File: config.mk
export PLATFORM = sky130hd
export DESIGN_NAME = tmon_post
export DESIGN_NICKNAME = d
export VERILOG_FILES = /design/src/rtl/tmon_pkg.sv /design/src/rtl/tmon_fmt.sv /design/src/rtl/tmon_cmp.sv /design/src/rtl/tmon_post.sv
export SDC_FILE = /design/constraint.sdc
export NUM_CORES = 1
export LEC_CHECK = 0
export ABC_AREA = 0
export BUFFER_PORTS_ARGS = -buffer_cell sky130_fd_sc_hd__buf_2
export CELL_PAD_IN_SITES_DETAIL_PLACEMENT = 0
export CELL_PAD_IN_SITES_GLOBAL_PLACEMENT = 1
export CORE_MARGIN = 3
export CORE_UTILIZATION = 46
export CTS_CLUSTER_DIAMETER = 30
export DETAILED_ROUTE_END_ITERATION = 10
export GPL_TIMING_DRIVEN = 0
export PLACE_DENSITY_LB_ADDON = 0.25
export SETUP_SLACK_MARGIN = 0.2
export SLEW_MARGIN = 30
export SYNTH_ARGS = -nofsm -noshare
export SYNTH_HDL_FRONTEND = slang
export SYNTH_SLANG_ARGS = --single-unit
File: constraint.sdc
create_clock -name clk -period 6.8 [get_ports clk]
set_input_delay 0.68 -clock clk [delete_from_list [all_inputs] [get_ports clk]]
set_output_delay 0.68 -clock clk [all_outputs]
set_load 0.01 [all_outputs]
File: src/rtl/tmon_pkg.sv
package tmon_pkg;

    localparam int NCH    = 3;
    localparam int RAW_W  = 11;
    localparam int OFS_W  = 8;
    localparam int BYTE_W = 8;
    localparam int FRAC_W = 2;
    localparam int SUM_W  = RAW_W + 1;

    typedef logic [BYTE_W-1:0] byte_t;

    typedef enum logic {
        FMT_EXT  = 1'b0,
        FMT_TWOS = 1'b1
    } fmt_e;

    typedef struct packed {
        byte_t             intg;
        logic [FRAC_W-1:0] frac;
    } reading_t;

    // clamp windows in quarter degrees
    localparam int EXT_MIN_Q  = -256;
    localparam int EXT_MAX_Q  = 767;
    localparam int TWOS_MIN_Q = -252;
    localparam int TWOS_MAX_Q = 511;
    localparam int BIAS_Q     = 256;
    localparam int TWOS_FLOOR_C = -63;

    localparam byte_t FAULT_EXT  = 8'h00;
    localparam byte_t FAULT_TWOS = 8'h80;
    localparam byte_t TWOS_FLOOR = 8'hC1;
    localparam byte_t LO_RST     = 8'h01;
    localparam byte_t HI_RST     = 8'h7F;

    localparam byte_t A_READ0 = 8'h25;
    localparam byte_t A_STS   = 8'h41;
    localparam byte_t A_LIM0  = 8'h4E;
    localparam byte_t A_OFS0  = 8'h70;
    localparam byte_t A_MASK  = 8'h74;
    localparam byte_t A_FRAC  = 8'h77;
    localparam byte_t A_CFG   = 8'h7C;
    localparam int    CFG_FMT_BIT = 1;

    function automatic byte_t floor_limit(byte_t v, fmt_e f);
        if (f == FMT_TWOS && $signed(v) < TWOS_FLOOR_C)
            return TWOS_FLOOR;
        return v;
    endfunction

endpackage

File: src/rtl/tmon_fmt.sv
module tmon_fmt
    import tmon_pkg::*;
#(
    parameter int RW = RAW_W,
    parameter int OW = OFS_W,
    parameter int SW = RW + 1
) (
    input  logic signed [RW-1:0] raw,
    input  logic [OW-1:0]        ofs,
    input  logic                 fault,
    input  fmt_e                 fmt,
    output reading_t             enc
);

    logic signed [SW-1:0] sum;
    logic signed [SW-1:0] lo_q;
    logic signed [SW-1:0] hi_q;
    logic signed [SW-1:0] lim_q;
    logic [SW-1:0]        biased;

    always_comb begin
        sum = $signed({{(SW-RW){raw[RW-1]}}, raw})
            + $signed({{(SW-OW-1){ofs[OW-1]}}, ofs, 1'b0});
        lo_q = (fmt == FMT_TWOS) ? SW'(TWOS_MIN_Q) : SW'(EXT_MIN_Q);
        hi_q = (fmt == FMT_TWOS) ? SW'(TWOS_MAX_Q) : SW'(EXT_MAX_Q);
        if (sum < lo_q)
            lim_q = lo_q;
        else if (sum > hi_q)
            lim_q = hi_q;
        else
            lim_q = sum;
        biased = lim_q + SW'(BIAS_Q);

        if (fault) begin
            enc.intg = (fmt == FMT_TWOS) ? FAULT_TWOS : FAULT_EXT;
            enc.frac = '0;
        end else if (fmt == FMT_TWOS) begin
            enc.intg = lim_q[FRAC_W +: BYTE_W];
            enc.frac = lim_q[FRAC_W-1:0];
        end else begin
            enc.intg = biased[FRAC_W +: BYTE_W];
            enc.frac = biased[FRAC_W-1:0];
        end
    end

endmodule

File: src/rtl/tmon_cmp.sv
module tmon_cmp
    import tmon_pkg::*;
(
    input  byte_t val,
    input  byte_t lo,
    input  byte_t hi,
    input  fmt_e  fmt,
    output logic  breach
);

    always_comb begin
        if (fmt == FMT_TWOS)
            breach = ($signed(val) > $signed(hi)) || ($signed(val) < $signed(lo));
        else
            breach = (val > hi) || (val < lo);
    end

endmodule

File: src/rtl/tmon_post.sv
module tmon_post
    import tmon_pkg::*;
#(
    parameter int N        = NCH,
    parameter int RAW_BITS = RAW_W,
    parameter int SEL_W    = $clog2(N)
) (
    input  logic                       clk,
    input  logic                       rst,
    input  logic                       raw_vld,
    input  logic [SEL_W-1:0]           raw_ch,
    input  logic signed [RAW_BITS-1:0] raw_val,
    input  logic                       raw_fault,
    input  logic                       reg_we,
    input  logic                       reg_re,
    input  logic [7:0]                 reg_addr,
    input  logic [7:0]                 reg_wdata,
    output logic [7:0]                 reg_rdata,
    output logic                       alert_n
);

    byte_t    [N-1:0] ofs_q;
    byte_t    [N-1:0] lo_q;
    byte_t    [N-1:0] hi_q;
    reading_t [N-1:0] rd_q;
    fmt_e             mode;
    logic     [N-1:0] sts;
    logic     [N-1:0] mask;
    logic     [N-1:0] breach;
    logic     [N-1:0] hit;
    reading_t         enc;
    byte_t            ofs_sel;
    byte_t            rd_mux;
    logic             ch_ok;
    logic             sts_rd;

    assign ch_ok   = (32'(raw_ch) < N);
    assign ofs_sel = ch_ok ? ofs_q[raw_ch] : '0;
    assign sts_rd  = reg_re && (reg_addr == A_STS);

    tmon_fmt #(.RW(RAW_BITS), .OW(OFS_W)) u_fmt (
        .raw   (raw_val),
        .ofs   (ofs_sel),
        .fault (raw_fault),
        .fmt   (mode),
        .enc   (enc)
    );

    for (genvar g = 0; g < N; g++) begin : g_chan
        tmon_cmp u_cmp (
            .val    (enc.intg),
            .lo     (lo_q[g]),
            .hi     (hi_q[g]),
            .fmt    (mode),
            .breach (breach[g])
        );
        assign hit[g] = raw_vld && ch_ok && (raw_ch == SEL_W'(g)) && breach[g];
    end

    always_ff @(posedge clk) begin
        if (rst) begin
            ofs_q <= '0;
            rd_q  <= '0;
            mode  <= FMT_EXT;
            mask  <= '0;
            sts   <= '0;
            for (int i = 0; i < N; i++) begin
                lo_q[i] <= LO_RST;
                hi_q[i] <= HI_RST;
            end
        end else begin
            if (reg_we) begin
                if (reg_addr == A_CFG)
                    mode <= fmt_e'(reg_wdata[CFG_FMT_BIT]);
                if (reg_addr == A_MASK)
                    mask <= reg_wdata[N-1:0];
                for (int i = 0; i < N; i++) begin
                    if (reg_addr == A_OFS0 + 8'(i))
                        ofs_q[i] <= reg_wdata;
                    if (reg_addr == A_LIM0 + 8'(2*i))
                        lo_q[i] <= floor_limit(reg_wdata, mode);
                    if (reg_addr == A_LIM0 + 8'(2*i+1))
                        hi_q[i] <= floor_limit(reg_wdata, mode);
                end
            end
            if (raw_vld && ch_ok)
                rd_q[raw_ch] <= enc;
            sts <= (sts_rd ? '0 : sts) | hit;
        end
    end

    always_comb begin
        rd_mux = '0;
        if (reg_addr == A_CFG)
            rd_mux[CFG_FMT_BIT] = mode;
        if (reg_addr == A_MASK)
            rd_mux[N-1:0] = mask;
        if (reg_addr == A_STS)
            rd_mux[N-1:0] = sts;
        for (int i = 0; i < N; i++) begin
            if (reg_addr == A_FRAC)
                rd_mux[2*i+2 +: 2] = rd_q[i].frac;
            if (reg_addr == A_READ0 + 8'(i))
                rd_mux = rd_q[i].intg;
            if (reg_addr == A_OFS0 + 8'(i))
                rd_mux = ofs_q[i];
            if (reg_addr == A_LIM0 + 8'(2*i))
                rd_mux = lo_q[i];
            if (reg_addr == A_LIM0 + 8'(2*i+1))
                rd_mux = hi_q[i];
        end
    end

    always_ff @(posedge clk) begin
        if (rst)
            reg_rdata <= '0;
        else if (reg_re)
            reg_rdata <= rd_mux;
    end

    assign alert_n = ~|(sts & ~mask);

endmodule

# Word-level counts from Yosys, hierarchy flattened
# Cells that the tools add are included.
[classes] addsub=2 multipliers=0 div=0 n_lt_le_gt_ge=18 eq_ne=18 shift=0 n_mux=61 bitwise=3 n_reduce_logical=30
[op_table] cell="$mux W8" n=22
[op_table] cell="$eq A8 B7 Y1 const B" n=13
[op_table] cell="$mux W10" n=6
[op_table] cell="$gt A8 B8 Y1" n=6
[op_table] cell="$lt A8 B8 Y1" n=6
[op_table] cell="$bwmux W30" n=1
[op_table] cell="$eq A8 B6 Y1 const B" n=3
[op_table] cell="$mux W1" n=23
[op_table] cell="$reduce_and A2 Y1" n=11
[op_table] cell="$demux W10 S2" n=1
[op_table] cell="$bmux W8 S2" n=1
[op_table] cell="$add A11 B9 Y12" n=1
[op_table] cell="$gt A12 B11 Y1" n=1
[op_table] cell="$lt A12 B9 Y1" n=1
[op_table] cell="$mux W3" n=4
[op_table] cell="$add A10 B10 Y10 const B" n=1
[op_table] cell="$logic_and A1 B1 Y1" n=10
[op_table] cell="$lt A8 B7 Y1 const B" n=1
[op_table] cell="$logic_or A1 B1 Y1" n=6
[op_table] cell="$mux W2" n=3
[op_table] cell="$and A3 B3 Y3" n=1
[op_table] cell="$lt A2 B3 Y1 const B" n=1
[op_table] cell="$not A3 Y3" n=1
[op_table] cell="$or A3 B3 Y3" n=1
[op_table] cell="other kinds (7)" n=7
[totals] ff_bits=117 latch_bits=0 mem_bits_rw=0 romBits=0 input_bits=35 out_inout_bits=9 word_cells=151 mem_count=0

# Depth between registers and ports, before layout
# Gate-level depths: netlist (run 1).
[logic_depth] depth_word=19 depth_mapped=29 depth_no_buf=27

# Cells and area by module
# A second synthesis (run 1) with hierarchy kept.
[hier_totals] hier_cells=1008 hier_area_um2=7826.3
[by_module_without_submodules] module="tmon_post" n_inst=1 cells_each=718 area_per_inst_um2=5725.5 seq_area_each_um2=2342.2
[by_module_without_submodules] module="tmon_cmp" n_inst=3 cells_each=58 area_per_inst_um2=436.7 seq_area_each_um2=0.0
[by_module_without_submodules] module="tmon_fmt" n_inst=1 cells_each=116 area_per_inst_um2=790.8 seq_area_each_um2=0.0

# Worst setup path before layout (run 1)
# OpenSTA, ideal clock, no wires.
[synth_timing] path_type="input -> register" start="in raw_ch[0]" end="reg sts[0]" setup_time_ns=0.116 arrival_time_ns=5.817 t_required_ns=6.684 setup_slack_ns=0.867 path_stages=25 n_path_buf=1 cell_sequence="buf_1 -> mux2i_1 -> o21ai_0 -> ha_1 -> fa_1 -> a211oi_2 -> o21ai_0 -> a21o_1 -> and2_1 -> ha_1 -> nand3_1 -> nor4_1 -> a41o_1 -> nand2_1 -> nand2_1 -> a21oi_1 -> ha_1 -> nor2b_1 -> o21ai_0 -> nand2b_1 -> a21oi_1 -> o21ai_0 -> a221oi_1 -> nand3_1 -> o211a_1"
[synth_rtl] item="start, declared" line_no="tmon_post.sv:11" text="input logic [SEL_W-1:0] raw_ch,"
[synth_rtl] item="end signal, assigned" line_no="tmon_post.sv:88" text="sts <= (sts_rd ? '0 : sts) | hit;"
[synth_rtl] item="end, declared" line_no="tmon_post.sv:27" text="logic [N-1:0] sts;"

==> results by stage, run 1 <==
Run status:
- The flow ran to the end, and the final reports show no timing, DRC or antenna violations.

Logic synthesis:
- After synthesis the cells add up to 7180 µm².
- The mean instance size in the synthesized netlist is 7.77 µm².
- sky130_fd_sc_hd__dfxtp_1 takes more of the synthesized area than any other cell.
- Counting every net in the synthesized netlist gives 1,016.
- Sorting the synthesized cells by area gives the leading types as sky130_fd_sc_hd__dfxtp_1 33%, sky130_fd_sc_hd__ha_1 9.9%, sky130_fd_sc_hd__a21oi_1 7.0%, sky130_fd_sc_hd__nand2_1 5.8%, sky130_fd_sc_hd__nor2_1 5.7%.
- In the synthesized netlist the async set-or-reset flop fraction comes to 0.
- The number of enable flip-flop cells after synthesis is 0.
- The count of yosys warnings during synthesis is 0.
- The number of instances in the synthesized netlist is 923.
- The area share of the largest cell type after synthesis is 0.326.
- In this run, synthesis produced a sequential element count of 117.
- In the synthesized netlist the dominant register cell turns out to be sky130_fd_sc_hd__dfxtp_1.
- In the synthesized netlist, the cells that appear most often are 117 x sky130_fd_sc_hd__dfxtp_1, 111 x sky130_fd_sc_hd__nand2_1, 109 x sky130_fd_sc_hd__nor2_1.
- The number of different library cells in the post-synthesis netlist is 73.
- The portion of the post-synthesis area used by sequential elements is 0.326.
- The most common cell in the synthesized netlist is sky130_fd_sc_hd__dfxtp_1.

Clocking:
- Clock tree synthesis inserted a total of 17 buffers.
- The number of setup buffers added after CTS is 0.
- The clock latency on the worst-skew pair is 0.43 ns.
- The maximum root-to-sink buffer count is 2.
- After clock tree synthesis, the flow added hold-fix buffers numbering 0.
- The number of gates resized after CTS was 1.
- The CTS clock-pin slew for the worst setup and hold paths is 0.05 ns.
- The TritonCTS clock tree is built.
- The maximum level of the CTS H-tree is 4.
- The root buffer cell chosen for the clock tree is sky130_fd_sc_hd__clkbuf_16.
- CTS saw 117 sinks.

Timing:
- At the pin with the least slew margin, the transition time is 1.11 ns.
- The final max-slew violation count is 0.
- Of the available clock period, the critical path in the final layout requires 0.890.
- The total count of hold-check failures in the final report is 0.
- Setup repair after global routing left no endpoint under its margin.
- The total of endpoints with negative setup slack in the final report is 0.
- Timing would allow up to 0.165 GHz.
- Between clock sinks in the finished design, the worst skew comes to 0.00694 ns.
- The time the worst path needs with I/O delays and setup is 6.05 ns.
- The relative slew slack is 0.254.
- The worst-case setup margin in the final layout is 0.751 ns.

Worst setup path:
- In this run the worst setup path terminates at sts[0].
- For this run, the slowest stage of the critical path takes 0.57 ns.
- The worst register-to-register path begins at ofs_q[12].
- Along the worst path, the maximum fanout reaches 10.
- The minimum setup slack among reg-to-reg paths is 1.01 ns.
- The slowest stage of the critical path is the sky130_fd_sc_hd__a21oi_2 cell.
- The category of cells accounting for the largest share of critical-path delay is compound AO/OA/AOI/OAI gates.
- The critical path class is input port to flip-flop.
- The critical path starts at raw_ch[0].
- The endpoint required time on the critical path is 7.12 ns.
- The critical path crosses 26 cells after its start point.
- The worst setup path is captured at a flip-flop.
- The critical path launch point type is an input port.
- In this run the critical register-to-register path is captured at sts[0].
- The depth of the worst register-to-register path is 24.
- At the worst endpoint, the arrival time is 6.37 ns.
- The buffers plus inverters on the worst setup path is 3.

Route:
- The via count of the routed design is 7,308.
- The initial DRC count is 882.
- The first TritonRoute pass finished after 8 iterations.
- The via density per instance is 6.06.
- The antenna violation net count after detailed routing is 0.
- The total length of routed wires is 25,500 µm.
- Dividing the detail-routed wire length by the instance count gives 21.2 µm.
- The remaining design rule violation count is 0.

Floorplan:
- The width of the die is 131 µm.
- From bottom edge to top edge, the die measures 131 µm.
- The row count is 45.
- The starting density of the core is 0.470.
- The area of the die is 17,100 µm².
- The placeable core region is 15,300 µm².
- For this design the top-level I/O count stands at 44.

Global routing:
- Entering global routing, the biggest net connects 17 pins.
- For this run the aggregate overflow at the end of global routing stands at 0.
- Across every metal layer, demand over resource in global routing totals 0.300.
- The first global-routing pass estimated 38,200 µm of wire.
- The via count of the first global-routing pass is 6,372.
- The initial antenna violation count is 0.

Pwr:
- The largest voltage drop on the vdd net is 0.128 mV.
- The leakage power figure is 0.00329 µW.
- Dividing total power by cell area gives a power density of 211 nW/µm².

Worst hold path:
- The min-delay analysis places its worst path in the category flip-flop to flip-flop.

Final layout:
- The final-stage net count is 1,075.
- 0 antenna diodes ended up in the layout.
- Relative to the synthesized area, the layout overhead comes to 14.9%.
- The layout filler cell count is 1,488.
- The finished layout holds 1,205 standard cells, fillers aside.
- The share of final-layout standard cells stronger than drive strength 1 is 0.101.

Placement:
- At the placement stage, the worst setup path has a slack of -0.437 ns.
- After legalization and detailed placement, the total HPWL measured 19,300 µm.
- The number of buffers added on ports is 40.
- The placer congestion estimate is 0.958.
- The cell total after placement is 1,174.

Run:
- The total of max-cap violations is 0.
==> state kept, by name, indices dropped and copies added (netlist names) <==
| register | flops |
|---|---|
| rd_q | 30 |
| ofs_q | 24 |
| hi_q | 24 |
| mode | 1 |
| sts | 3 |
| mask | 3 |
| lo_q | 24 |
| reg_rdata | 8 |
==> cell type report <==
class	instances	area, µm²	share of cell area
clock buffers	23	488	0.0592
well taps	211	264	0.0320
clock inverters	8	75.1	0.00911
repair buffers	40	200	0.0243
inverters	66	250	0.0304
plain buffers	45	178	0.0216
flip-flops and latches	117	2340	0.284
multi-input cells	695	4450	0.539
==> stage by stage <==
stage	power, µW	TNS [ns]	hold slack [ns]	area, µm²	util
floorplan	826	0	0.432	7180	-
global placement	892	-1.05	0.446	7640	0.501
detailed placement	893	-1.01	0.449	7660	0.502
CTS	1730	0	0.454	8230	0.539
global route	1790	0	0.480	8240	0.540
finish	1740	0	0.455	8240	0.540
==> report_power, final <==
group          internal, µW  switching (µW)  leakage (µW)
combinational          61.3             122       0.00208
sequential              693            6.71      0.000946
clock                   536             321      0.000267
==> layout by cell type, fill, tap and decap left out, types with 4 or more instances in the layout <==
cell,synthesis,layout
sky130_fd_sc_hd__dfxtp_1,117,117
sky130_fd_sc_hd__nand2_1,111,110
sky130_fd_sc_hd__nor2_1,109,109
sky130_fd_sc_hd__a21oi_1,100,94
sky130_fd_sc_hd__inv_1,65,65
sky130_fd_sc_hd__ha_1,57,57
sky130_fd_sc_hd__nand3_1,45,45
sky130_fd_sc_hd__buf_2,2,42
sky130_fd_sc_hd__clkbuf_1,38,39
sky130_fd_sc_hd__o21ai_0,26,26
sky130_fd_sc_hd__a211o_1,25,25
sky130_fd_sc_hd__mux2i_1,20,20
sky130_fd_sc_hd__a22oi_1,19,19
sky130_fd_sc_hd__clkbuf_16,0,17
sky130_fd_sc_hd__a221oi_1,14,14
sky130_fd_sc_hd__nand4_1,12,12
sky130_fd_sc_hd__a211oi_1,9,9
sky130_fd_sc_hd__nor3_1,10,9
sky130_fd_sc_hd__a21o_1,9,9
sky130_fd_sc_hd__nand2b_1,9,9
sky130_fd_sc_hd__a222oi_1,8,8
sky130_fd_sc_hd__a31oi_1,7,7
sky130_fd_sc_hd__xnor2_1,6,6
sky130_fd_sc_hd__o21ai_1,6,6
sky130_fd_sc_hd__and2_1,6,6
sky130_fd_sc_hd__nor4_1,7,6
sky130_fd_sc_hd__a21oi_2,0,6
sky130_fd_sc_hd__nor2b_1,5,5
sky130_fd_sc_hd__o21a_1,4,4
sky130_fd_sc_hd__o211ai_1,4,4
sky130_fd_sc_hd__or3_1,4,4
sky130_fd_sc_hd__a311oi_1,4,4
sky130_fd_sc_hd__clkbuf_8,0,4
sky130_fd_sc_hd__clkinvlp_4,0,4
==> worst reg2reg max path: stages (launching register included) <==
cell	delay [ns]
sky130_fd_sc_hd__dfxtp_1	0.38
sky130_fd_sc_hd__mux2i_1	0.10
sky130_fd_sc_hd__o21ai_0	0.36
sky130_fd_sc_hd__ha_1	0.39
sky130_fd_sc_hd__or4_1	0.52
sky130_fd_sc_hd__o21a_2	0.15
sky130_fd_sc_hd__and3b_1	0.20
sky130_fd_sc_hd__nor2_1	0.19
sky130_fd_sc_hd__inv_1	0.11
sky130_fd_sc_hd__ha_1	0.28
sky130_fd_sc_hd__nand3_1	0.08
sky130_fd_sc_hd__nor4_1	0.05
sky130_fd_sc_hd__a41o_1	0.25
sky130_fd_sc_hd__nand2_1	0.15
sky130_fd_sc_hd__nand2_2	0.19
sky130_fd_sc_hd__a21oi_2	0.57
sky130_fd_sc_hd__ha_1	0.36
sky130_fd_sc_hd__a21o_1	0.18
sky130_fd_sc_hd__a21oi_1	0.16
sky130_fd_sc_hd__nor2_1	0.05
sky130_fd_sc_hd__nor2_1	0.11
sky130_fd_sc_hd__o21ai_0	0.11
sky130_fd_sc_hd__a221oi_1	0.40
sky130_fd_sc_hd__nand3_1	0.12
sky130_fd_sc_hd__o211a_1	0.22
==> cell families (layout without fill, tap and decap cells) <==
kind of cell	after synthesis	after routing	share of synthesized area
fa+ha+maj	58	58	0.102
flops	117	117	0.326
compound gates	270	270	0.260
mux	21	21	0.0295
xor+xnor	7	7	0.00854
buf+inv	111	182	0.0589
simple gates	339	339	0.214
==> metal layers <==
layer  vias up  GRT usage  share of wire
met2       367      0.423           0.41
met3        49     0.0699           0.11
met5         -          0              0
met4         0     0.0853          0.025
met1      3425      0.454           0.45
li1       3467          -              -
==> how the worst min path moves through the flow <==
stage	startpoint	end	slack, ns	cells after the start
2_1_floorplan	rd_q[25]	rd_q[25]	0.43	2
3_3_place_gp	rd_q[11]	rd_q[11]	0.45	2
3_5_place_dp	rd_q[14]	rd_q[14]	0.45	2
4_1_cts	rd_q[18]	rd_q[18]	0.45	2
5_1_grt	mask[1]	mask[1]	0.48	2
6_report	rd_q[10]	rd_q[10]	0.46	2
Note: power is estimated with default switching activity, not from simulation.
==> run 2, diff against run 1 <==
--- a/config.mk
+++ b/config.mk
@@ -14,7 +14,7 @@
 export CTS_CLUSTER_DIAMETER = 30
 export DETAILED_ROUTE_END_ITERATION = 10
 export GPL_TIMING_DRIVEN = 0
-export PLACE_DENSITY_LB_ADDON = 0.25
+export PLACE_DENSITY_LB_ADDON = 0.1
 export SETUP_SLACK_MARGIN = 0.2
 export SLEW_MARGIN = 30
 export SYNTH_ARGS = -nofsm -noshare
==> run 2 against run 1 <==
  * Fmax is 0.37% higher
  * Clock-buffer cell count stayed put
  * Critical path type unchanged
  * Worst setup slack better by 0.022 ns
  * Critical endpoint unchanged
  * Critical path depth is 1 lower
  * Register-to-register slack improved by 0.10 ns
  * Die area unchanged
  * Combinational power hardly changed
  * Final cell count is essentially flat
==> results by stage, run 2 (synthesis gave the netlist of run 1 again) <==
Run:
- Across the run, the number of max-cap violations was 0.

Worst setup path:
- The endpoint required time on the critical path is 7.12 ns.
- The critical path class is input port to flip-flop.
- On the worst path, the slowest cell contributes a delay of 0.61 ns.
- The library cell appearing most often on the critical path is sky130_fd_sc_hd__o21ai_0.
- Of all nets on the critical path, the largest fanout is 10.
- The buffers plus inverters on the worst setup path is 2.
- Broken down by cell family, the worst path's largest delay share belongs to compound AO/OA/AOI/OAI gates.
- STA puts the critical path data arrival time at 6.34 ns.
- STA classifies the critical path endpoint as a flip-flop.
- STA classifies the critical path startpoint as an input port.
- For this design, the slowest cell found on the critical path is sky130_fd_sc_hd__a21oi_2.

Final layout:
- The layout filler cell count is 1,565.
- The repair_antennas step left the layout with diodes totalling 0.
- In the layout the commonest cells are 117 x sky130_fd_sc_hd__dfxtp_1, 110 x sky130_fd_sc_hd__nand2_1, 109 x sky130_fd_sc_hd__nor2_1, 94 x sky130_fd_sc_hd__a21oi_1, 64 x sky130_fd_sc_hd__inv_1.
- The synthesis-to-layout area growth is 15.0%.
- The most common library cell in the layout ignoring fill and taps is sky130_fd_sc_hd__dfxtp_1.
- Of the cells placed in the final design, the portion with a size suffix greater than 1 is 0.101.
- The register with the most flip-flops in the final layout is rd_q.
- The final-stage net count is 1,075.
- The number of flip-flops under the largest register name is 30.

Timing:
- Setup violations remaining at the end of the flow were counted as 0.
- Across the routed clock network, the largest skew measured is 0.00667 ns.
- The worst-case setup margin in the final layout is 0.774 ns.
- The total count of hold-check failures in the final report is 0.
- The final max-slew violation count is 0.
- At the pin with the least slew margin, the transition time is 0.991 ns.
- The time the worst path needs with I/O delays and setup is 6.03 ns.
- Setup repair after global routing left no endpoint under its margin.
- Headroom to the max-slew limit came out at 0.336.
- Of the available clock period, the critical path in the final layout requires 0.886.
- Static timing analysis puts the maximum clock frequency at 0.166 GHz.
- Across all hold checks on the routed design, the worst slack comes to 0.459 ns.

Placement:
- Prior to clock tree synthesis, the placed netlist has a worst setup slack of -0.232 ns.
- Input and output buffers added on the ports amount to 40.
- The placer congestion estimate is 0.948.
- Once detailed placement completed, the half-perimeter wirelength came to 19,900 µm.

Run status:
- The flow ran to the end, and the final reports show no timing, DRC or antenna violations.

Floorplan:
- The height of the die is 131 µm.
- In this run the standard cell core region covers 15,300 µm².
- The count of boundary I/O pins is 44.
- The area of the die is 17,100 µm².
- The floorplan has 45 rows.
- The initial utilization of the core area, before any placement, comes to 0.470.
- The width of the die is 131 µm.

Global routing:
- The first-pass GRT wire length is 38,900 µm.
- For this run, the total global-route usage over all layers was measured as 0.309.
- Global routing finished with a remaining overflow of 0.
- The initial antenna violation count is 0.
- Entering global routing, the biggest net connects 17 pins.
- The via count of the first global-routing pass was 6,359.

Pwr:
- Summed over all cells, the static leakage comes to 0.00329 µW.
- The largest voltage drop on the vdd net is 0.123 mV.
- Power spread over the standard cell area amounts to 210 nW/µm².

Clocking:
- In this run, post-CTS hold repair placed 0 buffers.
- Buffers inserted during clock tree synthesis total 17.
- No sink is reached through more buffers than the 2 on the longest clock path.
- The maximum level of the CTS H-tree is 4.
- Clock latency on the worst-skew pair, taken at its later pin, is 0.43 ns.
- The post-CTS setup repair buffer count is 0.
- The number of gates resized after cts is 1.
- The TritonCTS clock tree is built.
- Counting every sink on the clock net gives 117.
- The library cell used as clock root buffer is sky130_fd_sc_hd__clkbuf_16.
- The CTS clock-pin slew for the worst setup and hold paths is 0.05 ns.

Route:
- Detailed routing inserted a total of 7,176 vias.
- The antenna violation net count after detailed routing is 0.
- The initial DRC count is 707.
- The remaining design rule violation count is 0.
- The first detailed-routing pass ran for 5 iterations.
- The routed design has 25,900 µm of wire.
- The via density per instance is 5.95.
- After detailed routing, the average wire length per cell comes to 21.5 µm.

Worst hold path:
- The min-delay analysis places its worst path in the category flip-flop to flip-flop.
-- run 2: area by class of cell --
| class | count | area, µm² | share of cell area |
|---|---|---|---|
| clock buffers | 23 | 478 | 0.0579 |
| plain buffers | 45 | 174 | 0.0211 |
| inverters | 66 | 250 | 0.0303 |
| well taps | 211 | 264 | 0.0320 |
| flip-flops and latches | 117 | 2340 | 0.284 |
| repair buffers | 40 | 200 | 0.0243 |
| clock inverters | 9 | 77.6 | 0.00940 |
| multi-input cells | 695 | 4470 | 0.541 |
-- run 2: metrics by stage --
stage | cell area, µm² | util | total power, µW | setup TNS (ns) | instances
floorplan | 7180 | - | 826 | 0 | 923
global placement | 7640 | 0.501 | 891 | -0.938 | 1174
detailed placement | 7660 | 0.502 | 893 | -0.422 | 1174
CTS | 8220 | 0.539 | 1730 | 0 | 1206
global route | 8250 | 0.541 | 1780 | 0 | 1206
finish | 8250 | 0.541 | 1730 | 0 | 1206
-- run 2: layer usage --
metal,global-route usage,wire (µm)
met3,0.0626,2330
met5,0,0
met4,0.114,855
met1,0.462,12000
met2,0.437,10700
-- run 2: final timing paths --
check	start	cells after the start	slack [ns]	to
max	raw_ch[0]	25	0.77	sts[0]
min	hi_q[15]	2	0.46	hi_q[15]
max reg2reg	ofs_q[8]	23	1.11	sts[0]
min reg2reg	hi_q[15]	2	0.46	hi_q[15]
-- run 2: power breakdown --
part	internal [µW]	switching (µW)	total (µW)	leakage [µW]
Combinational	61.6	122	184	0.00208
Clock	527	323	850	0.000269
Sequential	693	7.01	700	0.000946
Total	1280	452	1730	0.00329
-- run 2: worst register-to-register path, cell delays in order, from the launching register on --
cell and delay (ns):
sky130_fd_sc_hd__dfxtp_1 0.37, sky130_fd_sc_hd__mux2i_1 0.18, sky130_fd_sc_hd__o21ai_0 0.16, sky130_fd_sc_hd__ha_1 0.27, sky130_fd_sc_hd__fa_1 0.47, sky130_fd_sc_hd__a211oi_2 0.31
sky130_fd_sc_hd__o21ai_0 0.16, sky130_fd_sc_hd__a21o_1 0.21, sky130_fd_sc_hd__and2_1 0.20, sky130_fd_sc_hd__ha_1 0.31, sky130_fd_sc_hd__nand3_1 0.09, sky130_fd_sc_hd__nor4_1 0.05
sky130_fd_sc_hd__a41o_1 0.25, sky130_fd_sc_hd__nand2_1 0.18, sky130_fd_sc_hd__nand2_4 0.16, sky130_fd_sc_hd__a21oi_2 0.61, sky130_fd_sc_hd__ha_1 0.36, sky130_fd_sc_hd__o21ai_0 0.09
sky130_fd_sc_hd__nand2b_1 0.07, sky130_fd_sc_hd__a21oi_1 0.21, sky130_fd_sc_hd__o21ai_0 0.12, sky130_fd_sc_hd__a221oi_1 0.41, sky130_fd_sc_hd__nand3_1 0.12, sky130_fd_sc_hd__o211a_1 0.21
